File: config.mk
export PLATFORM = sky130hd
export DESIGN_NAME = lsu_lane_align
export DESIGN_NICKNAME = d
export VERILOG_FILES = /design/src/rtl/lsu_lane_pkg.sv /design/src/rtl/lsu_agen.sv /design/src/rtl/lsu_store_lanes.sv /design/src/rtl/lsu_load_extract.sv /design/src/rtl/lsu_lane_align.sv
export SDC_FILE = /design/constraint.sdc
export NUM_CORES = 1
export LEC_CHECK = 0
export BUFFER_PORTS_ARGS = -buffer_cell sky130_fd_sc_hd__buf_2
export CAP_MARGIN = 5
export CORE_AREA = 3 3 110 112
export DETAILED_ROUTE_END_ITERATION = 6
export DIE_AREA = 0 0 113 115
export PLACE_DENSITY_LB_ADDON = 0.08
export SLEW_MARGIN = 20
export SYNTH_ARGS = -nofsm -noshare
export SYNTH_HDL_FRONTEND = slang
export SYNTH_SLANG_ARGS = --single-unit
File: constraint.sdc
create_clock -name clk -period 2.8 [get_ports clk]
set_input_delay 0.7 -clock clk [delete_from_list [all_inputs] [get_ports clk]]
set_output_delay 0.7 -clock clk [all_outputs]
set_load 0.02 [all_outputs]
File: src/rtl/lsu_lane_pkg.sv
package lsu_lane_pkg;
  localparam int DATA_W  = 32;
  localparam int LANES   = DATA_W / 8;
  localparam int LANE_W  = $clog2(LANES);

  typedef enum logic [1:0] {
    SZ_BYTE = 2'b00,
    SZ_HALF = 2'b01,
    SZ_WORD = 2'b10,
    SZ_WRD2 = 2'b11
  } lsu_size_e;
endpackage

File: src/rtl/lsu_agen.sv
module lsu_agen
  import lsu_lane_pkg::*;
#(
  parameter int ADDR_W = 32,
  parameter int OFF_W  = 16
) (
  input  logic [ADDR_W-1:0] base,
  input  logic [OFF_W-1:0]  offset,
  input  lsu_size_e         size,
  output logic [ADDR_W-1:0] eff_addr,
  output logic              misalign
);
  localparam int EXT_W = ADDR_W - OFF_W;

  assign eff_addr = base + {{EXT_W{offset[OFF_W-1]}}, offset};

  always_comb begin
    unique case (size)
      SZ_BYTE: misalign = 1'b0;
      SZ_HALF: misalign = eff_addr[0];
      default: misalign = |eff_addr[LANE_W-1:0];
    endcase
  end
endmodule

File: src/rtl/lsu_store_lanes.sv
module lsu_store_lanes
  import lsu_lane_pkg::*;
(
  input  logic [LANE_W-1:0] lane,
  input  lsu_size_e         size,
  input  logic              wr_en,
  input  logic [DATA_W-1:0] reg_data,
  output logic [LANES-1:0]  be,
  output logic [DATA_W-1:0] mem_data
);
  for (genvar l = 0; l < LANES; l++) begin : g_lane
    localparam logic [LANE_W-1:0] LID = LANE_W'(l);
    localparam int HI = DATA_W - 1 - 8 * l;
    localparam int HH = 15 - 8 * (l % 2);
    logic hit;

    always_comb begin
      unique case (size)
        SZ_BYTE: hit = (lane == LID);
        SZ_HALF: hit = (lane[LANE_W-1] == LID[LANE_W-1]);
        default: hit = 1'b1;
      endcase
    end

    assign be[LANES-1-l] = wr_en && hit;

    always_comb begin
      unique case (size)
        SZ_BYTE: mem_data[HI -: 8] = reg_data[7:0];
        SZ_HALF: mem_data[HI -: 8] = reg_data[HH -: 8];
        default: mem_data[HI -: 8] = reg_data[HI -: 8];
      endcase
    end
  end
endmodule

File: src/rtl/lsu_load_extract.sv
module lsu_load_extract
  import lsu_lane_pkg::*;
(
  input  logic [DATA_W-1:0] word,
  input  logic [LANE_W-1:0] lane,
  input  lsu_size_e         size,
  input  logic              zext,
  output logic [DATA_W-1:0] result
);
  logic [7:0]  sel_b;
  logic [15:0] sel_h;

  always_comb begin
    unique case (lane)
      2'd0: sel_b = word[31:24];
      2'd1: sel_b = word[23:16];
      2'd2: sel_b = word[15:8];
      default: sel_b = word[7:0];
    endcase
    sel_h = lane[1] ? word[15:0] : word[31:16];
  end

  always_comb begin
    unique case (size)
      SZ_BYTE: result = {{(DATA_W-8){~zext & sel_b[7]}}, sel_b};
      SZ_HALF: result = {{(DATA_W-16){~zext & sel_h[15]}}, sel_h};
      default: result = word;
    endcase
  end
endmodule

File: src/rtl/lsu_lane_align.sv
module lsu_lane_align
  import lsu_lane_pkg::*;
#(
  parameter int ADDR_W = 32,
  parameter int OFF_W  = 16
) (
  input  logic              clk,
  input  logic              rst_n,
  input  logic              req_valid,
  output logic              req_ready,
  input  logic              req_is_store,
  input  logic [1:0]        req_size,
  input  logic              req_unsigned,
  input  logic [ADDR_W-1:0] req_base,
  input  logic [OFF_W-1:0]  req_offset,
  input  logic [31:0]       req_wdata,
  output logic              out_valid,
  input  logic              out_ready,
  output logic [ADDR_W-1:0] out_addr,
  output logic [1:0]        out_lane,
  output logic [3:0]        out_be,
  output logic [31:0]       out_wdata,
  output logic              out_is_store,
  output logic [1:0]        out_size,
  output logic              out_unsigned,
  output logic              out_misalign,
  input  logic [31:0]       ld_word,
  input  logic [1:0]        ld_lane,
  input  logic [1:0]        ld_size,
  input  logic              ld_unsigned,
  output logic [31:0]       ld_data
);
  logic [ADDR_W-1:0] ea;
  logic              mis;
  logic [LANES-1:0]  be_c;
  logic [DATA_W-1:0] wd_c;
  logic              accept;

  lsu_agen #(.ADDR_W(ADDR_W), .OFF_W(OFF_W)) agen_i (
    .base(req_base), .offset(req_offset), .size(lsu_size_e'(req_size)),
    .eff_addr(ea), .misalign(mis)
  );

  lsu_store_lanes lanes_i (
    .lane(ea[LANE_W-1:0]), .size(lsu_size_e'(req_size)),
    .wr_en(req_is_store && !mis), .reg_data(req_wdata),
    .be(be_c), .mem_data(wd_c)
  );

  lsu_load_extract extract_i (
    .word(ld_word), .lane(ld_lane), .size(lsu_size_e'(ld_size)),
    .zext(ld_unsigned), .result(ld_data)
  );

  assign req_ready = !out_valid || out_ready;
  assign accept    = req_valid && req_ready;

  always_ff @(posedge clk or negedge rst_n) begin
    if (!rst_n) begin
      out_valid    <= 1'b0;
      out_addr     <= '0;
      out_lane     <= '0;
      out_be       <= '0;
      out_wdata    <= '0;
      out_is_store <= 1'b0;
      out_size     <= '0;
      out_unsigned <= 1'b0;
      out_misalign <= 1'b0;
    end else if (accept) begin
      out_valid    <= 1'b1;
      out_addr     <= {ea[ADDR_W-1:LANE_W], {LANE_W{1'b0}}};
      out_lane     <= ea[LANE_W-1:0];
      out_be       <= be_c;
      out_wdata    <= wd_c;
      out_is_store <= req_is_store;
      out_size     <= req_size;
      out_unsigned <= req_unsigned;
      out_misalign <= mis;
    end else if (out_ready) begin
      out_valid    <= 1'b0;
    end
  end

  AST_HOLD_STABLE: assert property (@(posedge clk) disable iff (!rst_n)
    out_valid && !out_ready |=> out_valid && $stable(out_addr) && $stable(out_be)
      && $stable(out_wdata) && $stable(out_misalign));
  AST_WORD_ADDR: assert property (@(posedge clk) disable iff (!rst_n)
    out_valid |-> out_addr[1:0] == 2'b00);
  AST_MISALIGN_QUIET: assert property (@(posedge clk) disable iff (!rst_n)
    out_valid && out_misalign |-> out_be == 4'b0000);
  AST_LOAD_QUIET: assert property (@(posedge clk) disable iff (!rst_n)
    out_valid && !out_is_store |-> out_be == 4'b0000);
  AST_BE_SHAPE: assert property (@(posedge clk) disable iff (!rst_n)
    out_valid |-> ($countones(out_be) != 3) && (out_be != 4'b0110)
      && (out_be != 4'b1010) && (out_be != 4'b0101) && (out_be != 4'b1001));
  AST_BYTE_ZEXT: assert property (@(posedge clk) disable iff (!rst_n)
    ld_size == 2'b00 && ld_unsigned |-> ld_data[31:8] == 24'd0);
  AST_HALF_ZEXT: assert property (@(posedge clk) disable iff (!rst_n)
    ld_size == 2'b01 && ld_unsigned |-> ld_data[31:16] == 16'd0);
endmodule

# == Word level (Yosys, flattened, before mapping) ==
# Index checks and enable logic that the tools add are counted.
# word_totals
ff_bits,74
inputBits,125
output_inout_bits,109
elab_cells,50
# op_classes
n_addsub,1
n_eq_ne,7
muxes,13
bitwise_logic,4
n_reduce_logical,16
# ops
op,n
one-hot mux 32 bit (2 select lines),1
adder 32 bit,1
one-hot mux 8 bit (3 select lines),1
two-way mux 16 bit,1
two-way mux 8 bit,2
one-hot mux 8 bit (2 select lines),1
one-hot mux 1 bit (2 select lines),5
"equality test 2 x 1 -> 1 bit, second input constant",4
logical NOT 2 bit,4
"equality test 2 bit, second input constant",3
logical AND 1 bit,6
OR reduction 2 bit,2
AND 1 bit,2
logical NOT 1 bit,2
two-way mux 1 bit,2
inverter 1 bit,2
nonzero test 2 bit,1
logical OR 1 bit,1

# == Depth between registers and ports, before layout ==
# Gate-level depths: netlist (run 1).
# depth
depth_word,6
depth_mapped,10
ltp_nobuf,10

# == Hierarchy ==
# From an unflattened synthesis (run 1), not the netlist that was laid out.
# unflattened
hier_cells,576
area_unflattened_um2,6129.6
# by_module_without_submodules
mod,n_inst,cells_per_inst,area_each_um2,seq_area_each_um2
lsu_lane_align,1,161,3071.7,1851.8
lsu_agen,1,244,1756.7,0.0
lsu_load_extract,1,107,787.0,0.0
lsu_store_lanes,1,64,514.2,0.0

# == Least setup slack after synthesis (run 1) ==
# Ideal clock, no wire load.
# synth_path
path_type,input -> register
start,input port req_base[0]
end,register out_addr[30]
setup_ns,0.124
t_arrival_ns,2.793
required_ns,2.676
setup_slack_ns,-0.117
cell_stages,10
path_buffers,0
path_cell_list,ha_1 > inv_1 > fa_1 > nor2b_1 > o31a_1 > o311ai_0 > nand3_1 > a32oi_1 > mux2_2 > a211o_1
# synth_between
elab_chain_len,1
# synth_rtl
element,line_no,rtl
from (decl),lsu_lane_align.sv:14,"input logic [ADDR_W-1:0] req_base,"
adder 32 bit,lsu_agen.sv:15,"assign eff_addr = base + {{EXT_W{offset[OFF_W-1]}}, offset};"
to (signal assigned),lsu_lane_align.sv:71,"out_addr <= {ea[ADDR_W-1:LANE_W], {LANE_W{1'b0}}};"
to (decl),lsu_lane_align.sv:19,"output logic [ADDR_W-1:0] out_addr,"
# No other way between the ends.
# A chain may end at the register's enable or synchronous reset.

# == Final worst setup path (run 1) ==
# layout_path
start,input port req_base[0]
end,register out_addr[26]
# Same word-level chain as after synthesis.

==> results of run 1 <==
==> cell usage after synthesis, drive strengths merged, types with 3 or more instances <==
library cell and instances:
clkbuf 33, xor2 14, a22oi 15, nor2 30
o221ai 3, or3 3, a21oi 46, nand3 10
a211oi 6, dfrtp 74, mux2i 25, nand4 8
and2 7, xnor2 12, nand2b 5, mux2 6
nand2 183, buf 7, a21o 10, o21a 5
inv 9, o31ai 6, a22o 7, nor2b 3
a31oi 9, o21bai 5, o211ai 8, nor3 4
ha 31, o21ai 82
==> flip-flops by register name (all words and copies together), names as in the netlist, 2 cells and up <==
register,count
out_be,4
out_addr,30
out_lane,2
out_wdata,32
out_size,2
==> metal layers <==
metal	vias up	part of all wire, %
li1	3010	-
met1	2903	43
met4	0	1.7
met2	227	49
met5	-	0
met3	25	6.5
==> through the flow <==
| step | std cells | hold WS (ns) |
|---|---|---|
| 6_report | 1113 | 0.338 |
| 5_1_grt | 1113 | 0.390 |
| 4_1_cts | 1113 | 0.362 |
| 3_5_place_dp | 1097 | 0.460 |
| 3_3_place_gp | 1097 | 0.453 |
| 2_1_floorplan | 693 | 0.404 |
==> worst max-delay path, stage by stage <==
cell	delay (ns)
buf_2	0.08
ha_1	0.16
inv_1	0.06
fa_1	0.40
nor2b_1	0.16
o31a_1	0.21
o311ai_2	0.10
nand3_1	0.15
buf_4	0.15
a31oi_1	0.10
or3_1	0.33
o311ai_0	0.31
==> worst max path at each step <==
stage                   endpoint  cells past startpoint   startpoint
floorplan           out_addr[30]                     10  req_base[0]
global placement    out_addr[28]                     11  req_base[0]
detailed placement  out_addr[26]                     12  req_base[0]
CTS                 out_addr[30]                     11  req_base[0]
global route        out_addr[30]                     11  req_base[0]
finish              out_addr[26]                     12  req_base[0]
==> layout by cell type (no fill, tap or decap), types with 12 or more instances in the layout <==
cell type  netlist  routed
a21oi_1         46      46
a22oi_1         15      15
buf_2            2     230
buf_4            2      70
dfrtp_1         74      74
ha_1            31      31
mux2i_1         25      25
nand2_1        183     182
nor2_1          30      30
o21ai_0         82      82
xnor2_1         12      12
xor2_1          14      14
==> power by group <==
| part | total (uW) | switching, uW | internal (uW) |
|---|---|---|---|
| clock network | 1220 | 501 | 724 |
| logic | 1590 | 965 | 623 |
| registers | 1360 | 106 | 1250 |
==> kinds of logic (layout without fill, tap and decap cells) <==
logic type | count (synthesis) | count (layout) | share of synthesized area [%]
and+or+nand+nor | 264 | 264 | 20.4
DFF | 74 | 74 | 34.0
other | 1 | 2 | 0.0689
muxes | 31 | 31 | 5.84
xor gates and xnor gates | 26 | 26 | 4.18
AOI/OAI and AO/OA | 215 | 215 | 24.4
adders and majority gates | 32 | 32 | 7.50
buffers and inverters | 49 | 326 | 3.56
==> cell type report <==
type	instances	area, um2
clock buffer	10	239
clock inverter	6	72.6
fill	998	3830
inverter	9	33.8
multi-input combinational	570	3410
sequential	74	1850
tap	143	179
timing repair buffer	301	1700
==> results.sh, run 1 <==
export IMPL_drc=0
export IMPL_postLayoutCellArea_um2=7490
export IMPL_synth_async_reset_ratio_pct=100
export IMPL_final_layout_size_suffix_gt1_share_pct=34.0
export IMPL_avgSynthCellArea_um2=7.86
export IMPL_clk_pin_slew_ns=0.06
export IMPL_setup_tns_final_ns=0
export IMPL_synth_warnings=0
export IMPL_drtIter0Drc=457
export IMPL_grt_max_degree=89
export IMPL_setup_viol_count_final=0
export IMPL_netlist_area_leader_share_pct=34.0
export IMPL_start_util_pct=48.1
export IMPL_finalClockSkew_ns=0.00384
export IMPL_antenna_left=0
export IMPL_worstReg2RegEnd="out_addr[30]"
export IMPL_yosys_top_cells_area="dfrtp_1, nand2_1, o21ai_0, ha_1, mux2i_1"
export IMPL_use_met2_pct=43.6
export IMPL_synth_ff_type="dfrtp_1"
export IMPL_r2r_setup_slack_ns=1.17
export IMPL_post_route_period_util_pct=95.9
export IMPL_post_route_util_pct=66.1
export IMPL_post_cts_resize_count=0
export IMPL_outcome="completed"
export IMPL_wire_per_inst_um=15.6
export IMPL_total_power_uw=4170
export IMPL_power_density_nw_per_um2=557
export IMPL_synth_cell_types=53
export IMPL_h_tree_depth=3
export IMPL_clock_latency_ns=0.34
export IMPL_synth_yosys_seq_area_share_pct=34.0
export IMPL_viasPerCell=5.54
export IMPL_worst_r2r_path_depth=5
export IMPL_diodes=0
export IMPL_crit_fanout=3
export IMPL_grt_util_met1_pct=35.2
export IMPL_post_cts_setup_buffers=0
export IMPL_syn_cell_area_um2=5440
export IMPL_syn_to_final_growth_pct=37.6
export IMPL_yosysTopAreaCell="dfrtp_1"
export IMPL_pre_cts_slack_ns=-0.250
export IMPL_synthCells=692
export IMPL_die_area_um2=13000
export IMPL_die_x_um=113
export IMPL_end_kind="register"
export IMPL_globalplace_congestion=0.900
export IMPL_p_leak_uw=0.00394
export IMPL_tritoncts_num_buffers=9
export IMPL_vias=6165
export IMPL_rows=39
export IMPL_hold_viol_final=0
export IMPL_slew_headroom_pct=55.2
export IMPL_first_global_vias=5816
export IMPL_rsz0062_at_grt="false"
export IMPL_postPlaceCellArea_um2=7180
export IMPL_met3_usage_pct=3.26
export IMPL_busiest_layer="met2"
export IMPL_port_buffers=231
export IMPL_hp_class="in2async"
export IMPL_cp_required_ns=3.02
export IMPL_ys_ff_latch=74
export IMPL_fin_crit_ns=2.69
export IMPL_grt_use_total_pct=26.0
export IMPL_worstSetupPathType="in2reg"
export IMPL_core_um2=11300
export IMPL_grt_pass1_wl_mm=27.8
export IMPL_antenna_found_initial=0
export IMPL_clkSinkCount=74
export IMPL_worstMarginPinSlew_ns=0.671
export IMPL_maxSlewViolCount=0
export IMPL_clk_path_buf_depth=2
export IMPL_grt_overflow_total=0
export IMPL_fin_ws_ns=0.115
export IMPL_cts_tree="built"
export IMPL_dr_pass1_iters=7
export IMPL_die_h_um=115
export IMPL_r2r_start="out_valid"
export IMPL_wl_mm=17.3
export IMPL_root_buffer="clkbuf_16"
export IMPL_hpwl_mm=13.8
export IMPL_cp_start_kind="primary input"
export IMPL_peakVddDrop_mv=0.467
export IMPL_cts_hold_buf=0
export IMPL_nets=1122
export IMPL_timing_fmax_mhz=372
export IMPL_synth_edff_count=0
export IMPL_maxCapViolCount=0
export IMPL_ios=234
export IMPL_worstPathArrival_ns=2.91
No activity file was read; power rests on OpenSTA's default activity.
==> run 2: changes to the inputs <==
--- a/config.mk
+++ b/config.mk
@@ -7,9 +7,9 @@
 export LEC_CHECK = 0
 export BUFFER_PORTS_ARGS = -buffer_cell sky130_fd_sc_hd__buf_2
 export CAP_MARGIN = 5
-export CORE_AREA = 3 3 110 112
+export CORE_AREA = 3 3 116 118
 export DETAILED_ROUTE_END_ITERATION = 6
-export DIE_AREA = 0 0 113 115
+export DIE_AREA = 0 0 119 121
 export PLACE_DENSITY_LB_ADDON = 0.08
 export SLEW_MARGIN = 20
 export SYNTH_ARGS = -nofsm -noshare
==> constraint.sdc (replaced) <==
create_clock -name clk -period 2.4 [get_ports clk]
set_input_delay 0.6 -clock clk [delete_from_list [all_inputs] [get_ports clk]]
set_output_delay 0.6 -clock clk [all_outputs]
set_load 0.02 [all_outputs]
==> run 2 against run 1 <==
Sequential share of layout area decreased by 2.9 points; die area grew 11%; the flow now finishes with violations (negative setup slack); highest routed layer unchanged; wire length rose by 8.4%; first-iteration DRC count shrank 18%; combinational power up 32%.
==> results.sh, run 2 (synthesis gave the netlist of run 1 again) <==
export IMPL_wl_mm=18.8
export IMPL_nets=1184
export IMPL_hpwl_mm=14.4
export IMPL_cp_slowest_stage_delay_ns=0.32
export IMPL_port_buffers=231
export IMPL_r2r_start="out_valid"
export IMPL_final_layout_size_suffix_gt1_share_pct=42.1
export IMPL_drtIter0Drc=377
export IMPL_worstReg2RegEnd="out_addr[31]"
export IMPL_first_global_vias=6118
export IMPL_worstSetupPathType="in2reg"
export IMPL_final_common_cell="buf_2"
export IMPL_core_um2=12600
export IMPL_tritoncts_num_buffers=9
export IMPL_wire_per_inst_um=15.6
export IMPL_outcome="finished with violations"
export IMPL_cp_required_ns=2.62
export IMPL_crit_path_top_delay_cell="o31a_1"
export IMPL_worstPathArrival_ns=2.69
export IMPL_post_route_util_pct=67.5
export IMPL_postPlaceCellArea_um2=7700
export IMPL_slew_headroom_pct=60.6
export IMPL_dr_pass1_iters=5
export IMPL_fillers=1063
export IMPL_rows=41
export IMPL_peakVddDrop_mv=0.330
export IMPL_clkSinkCount=74
export IMPL_final_cell_mix="buf_2, nand2_1, buf_4"
export IMPL_cp_depth=11
export IMPL_r2r_setup_slack_ns=0.84
export IMPL_rsz0062_at_grt="true"
export IMPL_multi_input_area_um2=3730
export IMPL_p_leak_uw=0.00435
export IMPL_top_regs="out_wdata x32, out_addr x30, out_be x4"
export IMPL_setup_tns_final_ns=-0.152
export IMPL_worst_r2r_path_depth=5
export IMPL_worstMarginPinSlew_ns=0.591
export IMPL_diodes=0
export IMPL_violations="negative setup slack"
export IMPL_largest_reg_flops=32
export IMPL_grt_pass1_wl_mm=29.1
export IMPL_hp_class="in2async"
export IMPL_clk_path_buf_depth=2
export IMPL_cts_tree="built"
export IMPL_viasPerCell=5.31
export IMPL_ios=234
export IMPL_grt_use_total_pct=24.3
export IMPL_maxCapViolCount=0
export IMPL_die_area_um2=14400
export IMPL_setup_viol_count_final=4
export IMPL_syn_to_final_growth_pct=56.0
export IMPL_globalplace_congestion=0.893
export IMPL_die_x_um=119
export IMPL_post_route_period_util_pct=103
export IMPL_start_util_pct=43.3
export IMPL_end_kind="register"
export IMPL_grt_overflow_total=0
export IMPL_maxSlewViolCount=0
export IMPL_antenna_found_initial=0
export IMPL_top_register="out_wdata"
export IMPL_crit_path_cell_trace="buf_6, ha_4, inv_2, fa_2, nor2b_2, o31a_1, o311ai_4, nand3_2, a32oi_2, mux2_4, a211o_1"
export IMPL_total_power_uw=5200
export IMPL_hold_viol_final=0
export IMPL_root_buffer="clkbuf_16"
export IMPL_cp_start_kind="primary input"
export IMPL_finalClockSkew_ns=0.00700
export IMPL_clock_latency_ns=0.33
export IMPL_postLayoutCellArea_um2=8490
export IMPL_critical_path_top_delay_family="compound AO/OA/AOI/OAI gates"
export IMPL_die_h_um=121
export IMPL_fin_crit_ns=2.47
export IMPL_timing_fmax_mhz=404
export IMPL_crit_fanout=2
export IMPL_fin_ws_ns=-0.0727
export IMPL_drc=0
export IMPL_critical_path_buf_inv_count=2
export IMPL_clk_pin_slew_ns=0.06
export IMPL_antenna_left=0
export IMPL_grt_max_degree=89
export IMPL_h_tree_depth=3
export IMPL_power_density_nw_per_um2=613
export IMPL_ff_latch_area_um2=1850
export IMPL_vias=6396
run 2: repair_timing:
item,4_1_cts,5_1_grt
gates cloned,0,2
pin swaps,12,19
hold endpoints to repair,0,0
hold buffers,0,0
gates resized for setup,8,68
buffers inserted,4,7
setup endpoints to repair,7,32
run 2: worst max path at each step:
stage	startpoint	to	slack (ns)
floorplan	req_base[0]	out_addr[30]	-0.24
global placement	req_base[0]	out_addr[30]	-0.46
detailed placement	req_base[0]	out_addr[30]	-0.49
CTS	req_base[0]	out_addr[20]	-0.04
global route	req_offset[0]	out_addr[30]	-0.14
finish	req_offset[0]	out_addr[30]	-0.07
run 2: metrics by stage:
stage                     setup WS (ns)  instances  hold WS (ns)
after floorplan                  -0.236        693         0.304
after global placement           -0.464       1176         0.453
after detailed placement         -0.495       1176         0.460
after CTS                       -0.0448       1196         0.281
after global routing             -0.139       1204         0.297
final                           -0.0727       1204         0.264
run 2: cell type report:
class	count	area share [%]
clock buffers	10	2.82
multi-input cells	570	43.9
well taps	172	2.54
clock inverters	6	1.15
flip-flops and latches	74	21.8
inverters	9	0.398
repair buffers	363	27.3
run 2: power breakdown:
part           internal [uW]  total (uW)  switching (uW)
clock                    953        1510             559
sequential              1460        1590             126
combinational            903        2100            1200
total                   3320        5200            1880
run 2: per-layer routing:
| metal | part of all wire, % | up-vias | global-route usage, % |
|---|---|---|---|
| met3 | 5.9 | 25 | 3.59 |
| met2 | 49 | 238 | 41.1 |
| li1 | - | 3121 | - |
| met4 | 1.3 | 0 | 6.08 |
| met5 | 0 | - | 0 |
| met1 | 44 | 3012 | 32.8 |
==> run 3: changes to the inputs <==
--- a/config.mk
+++ b/config.mk
@@ -11,6 +11,7 @@
 export DETAILED_ROUTE_END_ITERATION = 6
 export DIE_AREA = 0 0 119 121
 export PLACE_DENSITY_LB_ADDON = 0.08
+export SKIP_CTS_REPAIR_TIMING = 1
 export SLEW_MARGIN = 20
 export SYNTH_ARGS = -nofsm -noshare
 export SYNTH_HDL_FRONTEND = slang
==> run 3 against run 2 <==
The flow still finishes with violations (negative setup slack); combinational power hardly changed; count of clock-buffer cells in the layout stayed put; total power is 0.62% lower; register-to-register slack hardly changed; clock power hardly changed; first-iteration DRC count is 14% lower; critical path depth is 2 lower; clock skew hardly changed; via count hardly changed; worst hold slack worse by 0.0042 ns.
==> results.sh, run 3 (synthesis gave the netlist of run 1 again) <==
export IMPL_end_kind="register"
export IMPL_tritoncts_num_buffers=9
export IMPL_globalplace_congestion=0.893
export IMPL_first_global_vias=6103
export IMPL_fin_ws_ns=-0.0658
export IMPL_clk_path_buf_depth=2
export IMPL_violations="negative setup slack"
export IMPL_power_density_nw_per_um2=617
export IMPL_drc=0
export IMPL_root_buffer="clkbuf_16"
export IMPL_wl_mm=18.5
export IMPL_place_inst=1176
export IMPL_p_leak_uw=0.00433
export IMPL_top_register="out_wdata"
export IMPL_crit_fanout=2
export IMPL_p_clk_share_pct=29.3
export IMPL_cts_tree="built"
export IMPL_grt_max_degree=89
export IMPL_fin_crit_ns=2.47
export IMPL_top_regs="out_wdata x32, out_addr x30, out_be x4"
export IMPL_ios=234
export IMPL_port_buffers=231
export IMPL_switching_power_uw=1870
export IMPL_vias=6401
export IMPL_dr_pass1_iters=7
export IMPL_final_cell_mix="buf_2, nand2_1, buf_4"
export IMPL_hpwl_mm=14.4
export IMPL_syn_to_final_growth_pct=54.1
export IMPL_worst_r2r_path_depth=5
export IMPL_outcome="finished with violations"
export IMPL_worstPathArrival_ns=2.73
export IMPL_p_comb_share_pct=40.0
export IMPL_die_h_um=121
export IMPL_r2r_setup_slack_ns=0.85
export IMPL_hold_viol_final=0
export IMPL_clkSinkCount=74
export IMPL_finalClockSkew_ns=0.00732
export IMPL_timing_fmax_mhz=406
export IMPL_antenna_left=0
export IMPL_clk_pin_slew_ns=0.06
export IMPL_worstReg2RegEnd="out_addr[31]"
export IMPL_rsz0062_at_grt="true"
export IMPL_grt_pass1_wl_mm=29.1
export IMPL_maxSlewViolCount=0
export IMPL_post_route_period_util_pct=103
export IMPL_h_tree_depth=3
export IMPL_clock_latency_ns=0.34
export IMPL_rows=41
export IMPL_multi_input_area_um2=3650
export IMPL_largest_reg_flops=32
export IMPL_start_util_pct=43.3
export IMPL_worstSetupPathType="in2reg"
export IMPL_cp_endpoint="out_addr[29]"
export IMPL_r2r_start="out_valid"
export IMPL_grt_overflow_total=0
export IMPL_cp_depth=9
export IMPL_p_int_uw=3300
export IMPL_setup_viol_count_final=3
export IMPL_p_sw_share_pct=36.2
export IMPL_wire_per_inst_um=15.4
export IMPL_nets=1180
export IMPL_core_um2=12600
export IMPL_critical_path_buf_inv_count=1
export IMPL_grt_use_total_pct=24.3
export IMPL_maxCapViolCount=0
export IMPL_peakVddDrop_mv=0.329
export IMPL_seqPwrFrac_pct=30.7
export IMPL_cp_start_kind="primary input"
export IMPL_hp_class="in2async"
export IMPL_setup_worst_path_start="req_offset[1]"
export IMPL_fin_cells=1200
export IMPL_cp_slowest_stage_delay_ns=0.41
export IMPL_antenna_found_initial=0
export IMPL_crit_path_top_delay_cell="a2111o_1"
export IMPL_fillers=1077
export IMPL_critical_path_top_delay_family="compound AO/OA/AOI/OAI gates"
export IMPL_post_route_util_pct=66.7
export IMPL_final_common_cell="buf_2"
export IMPL_cp_required_ns=2.67
export IMPL_ff_latch_area_um2=1850
export IMPL_drtIter0Drc=323
export IMPL_cpMostUsedCell="a211oi_2"
export IMPL_die_area_um2=14400
export IMPL_final_layout_size_suffix_gt1_share_pct=41.1
export IMPL_viasPerCell=5.33
export IMPL_worstMarginPinSlew_ns=0.591
export IMPL_crit_path_cell_trace="buf_2, ha_4, a211oi_2, o21a_1, a2111o_1, a211oi_2, o221ai_2, or4_1, nand4_1"
export IMPL_die_x_um=119
export IMPL_diodes=0
export IMPL_slew_headroom_pct=60.6
run 3: power groups by stage:
stage / logic (uW) / clock network, uW / registers, uW
6_report: 2070 / 1510 / 1590
3_3_place_gp: 1940 / 0 / 1600
4_1_cts: 1980 / 1540 / 1590
3_5_place_dp: 1980 / 0 / 1610
5_1_grt: 2250 / 1610 / 1610
2_1_floorplan: 824 / 0 / 1870
run 3: how the worst min path moves through the flow:
stage	from	cells past startpoint	end	slack, ns
3_5_place_dp	out_wdata[6]	2	out_wdata[6]	0.46
2_1_floorplan	rst_n	0	out_addr[10]	0.30
6_report	rst_n	1	out_wdata[23]	0.26
4_1_cts	rst_n	1	out_wdata[23]	0.28
5_1_grt	rst_n	1	out_wdata[23]	0.30
3_3_place_gp	out_unsigned	2	out_unsigned	0.45
run 3: routing by layer:
layer	share of wire, %	GRT usage, %
met5	0	0
met4	1.3	6.08
met3	5.9	3.59
met2	49	40.9
met1	44	32.9
run 3: layout make-up:
| class | instances | share of cell area, % |
|---|---|---|
| multi-input combinational | 570 | 43.6 |
| timing repair buffer | 359 | 27.3 |
| sequential | 74 | 22.1 |
| clock buffer | 10 | 2.85 |
| tap | 172 | 2.57 |
| clock inverter | 6 | 1.16 |
| inverter | 9 | 0.403 |
run 3: worst reg2reg max path, cell delays in order (launching register included):
cell      delay [ns]
dfrtp_1         0.37
nand2b_1        0.20
nand2_4         0.22
buf_4           0.28
a2111o_1        0.36
nand3_1         0.07
run 3: metrics by stage:
step                hold WS (ns)  total power (uW)  area [um2]  setup slack (ns)  setup TNS, ns
finish                     0.259              5170        8380           -0.0658         -0.141
global route               0.297              5480        8380            -0.125         -0.543
CTS                        0.281              5110        8040            -0.152         -0.427
detailed placement         0.460              3590        7700            -0.495          -6.26
global placement           0.453              3550        7700            -0.464          -5.45
floorplan                  0.304              2690        5550            -0.236         -0.454
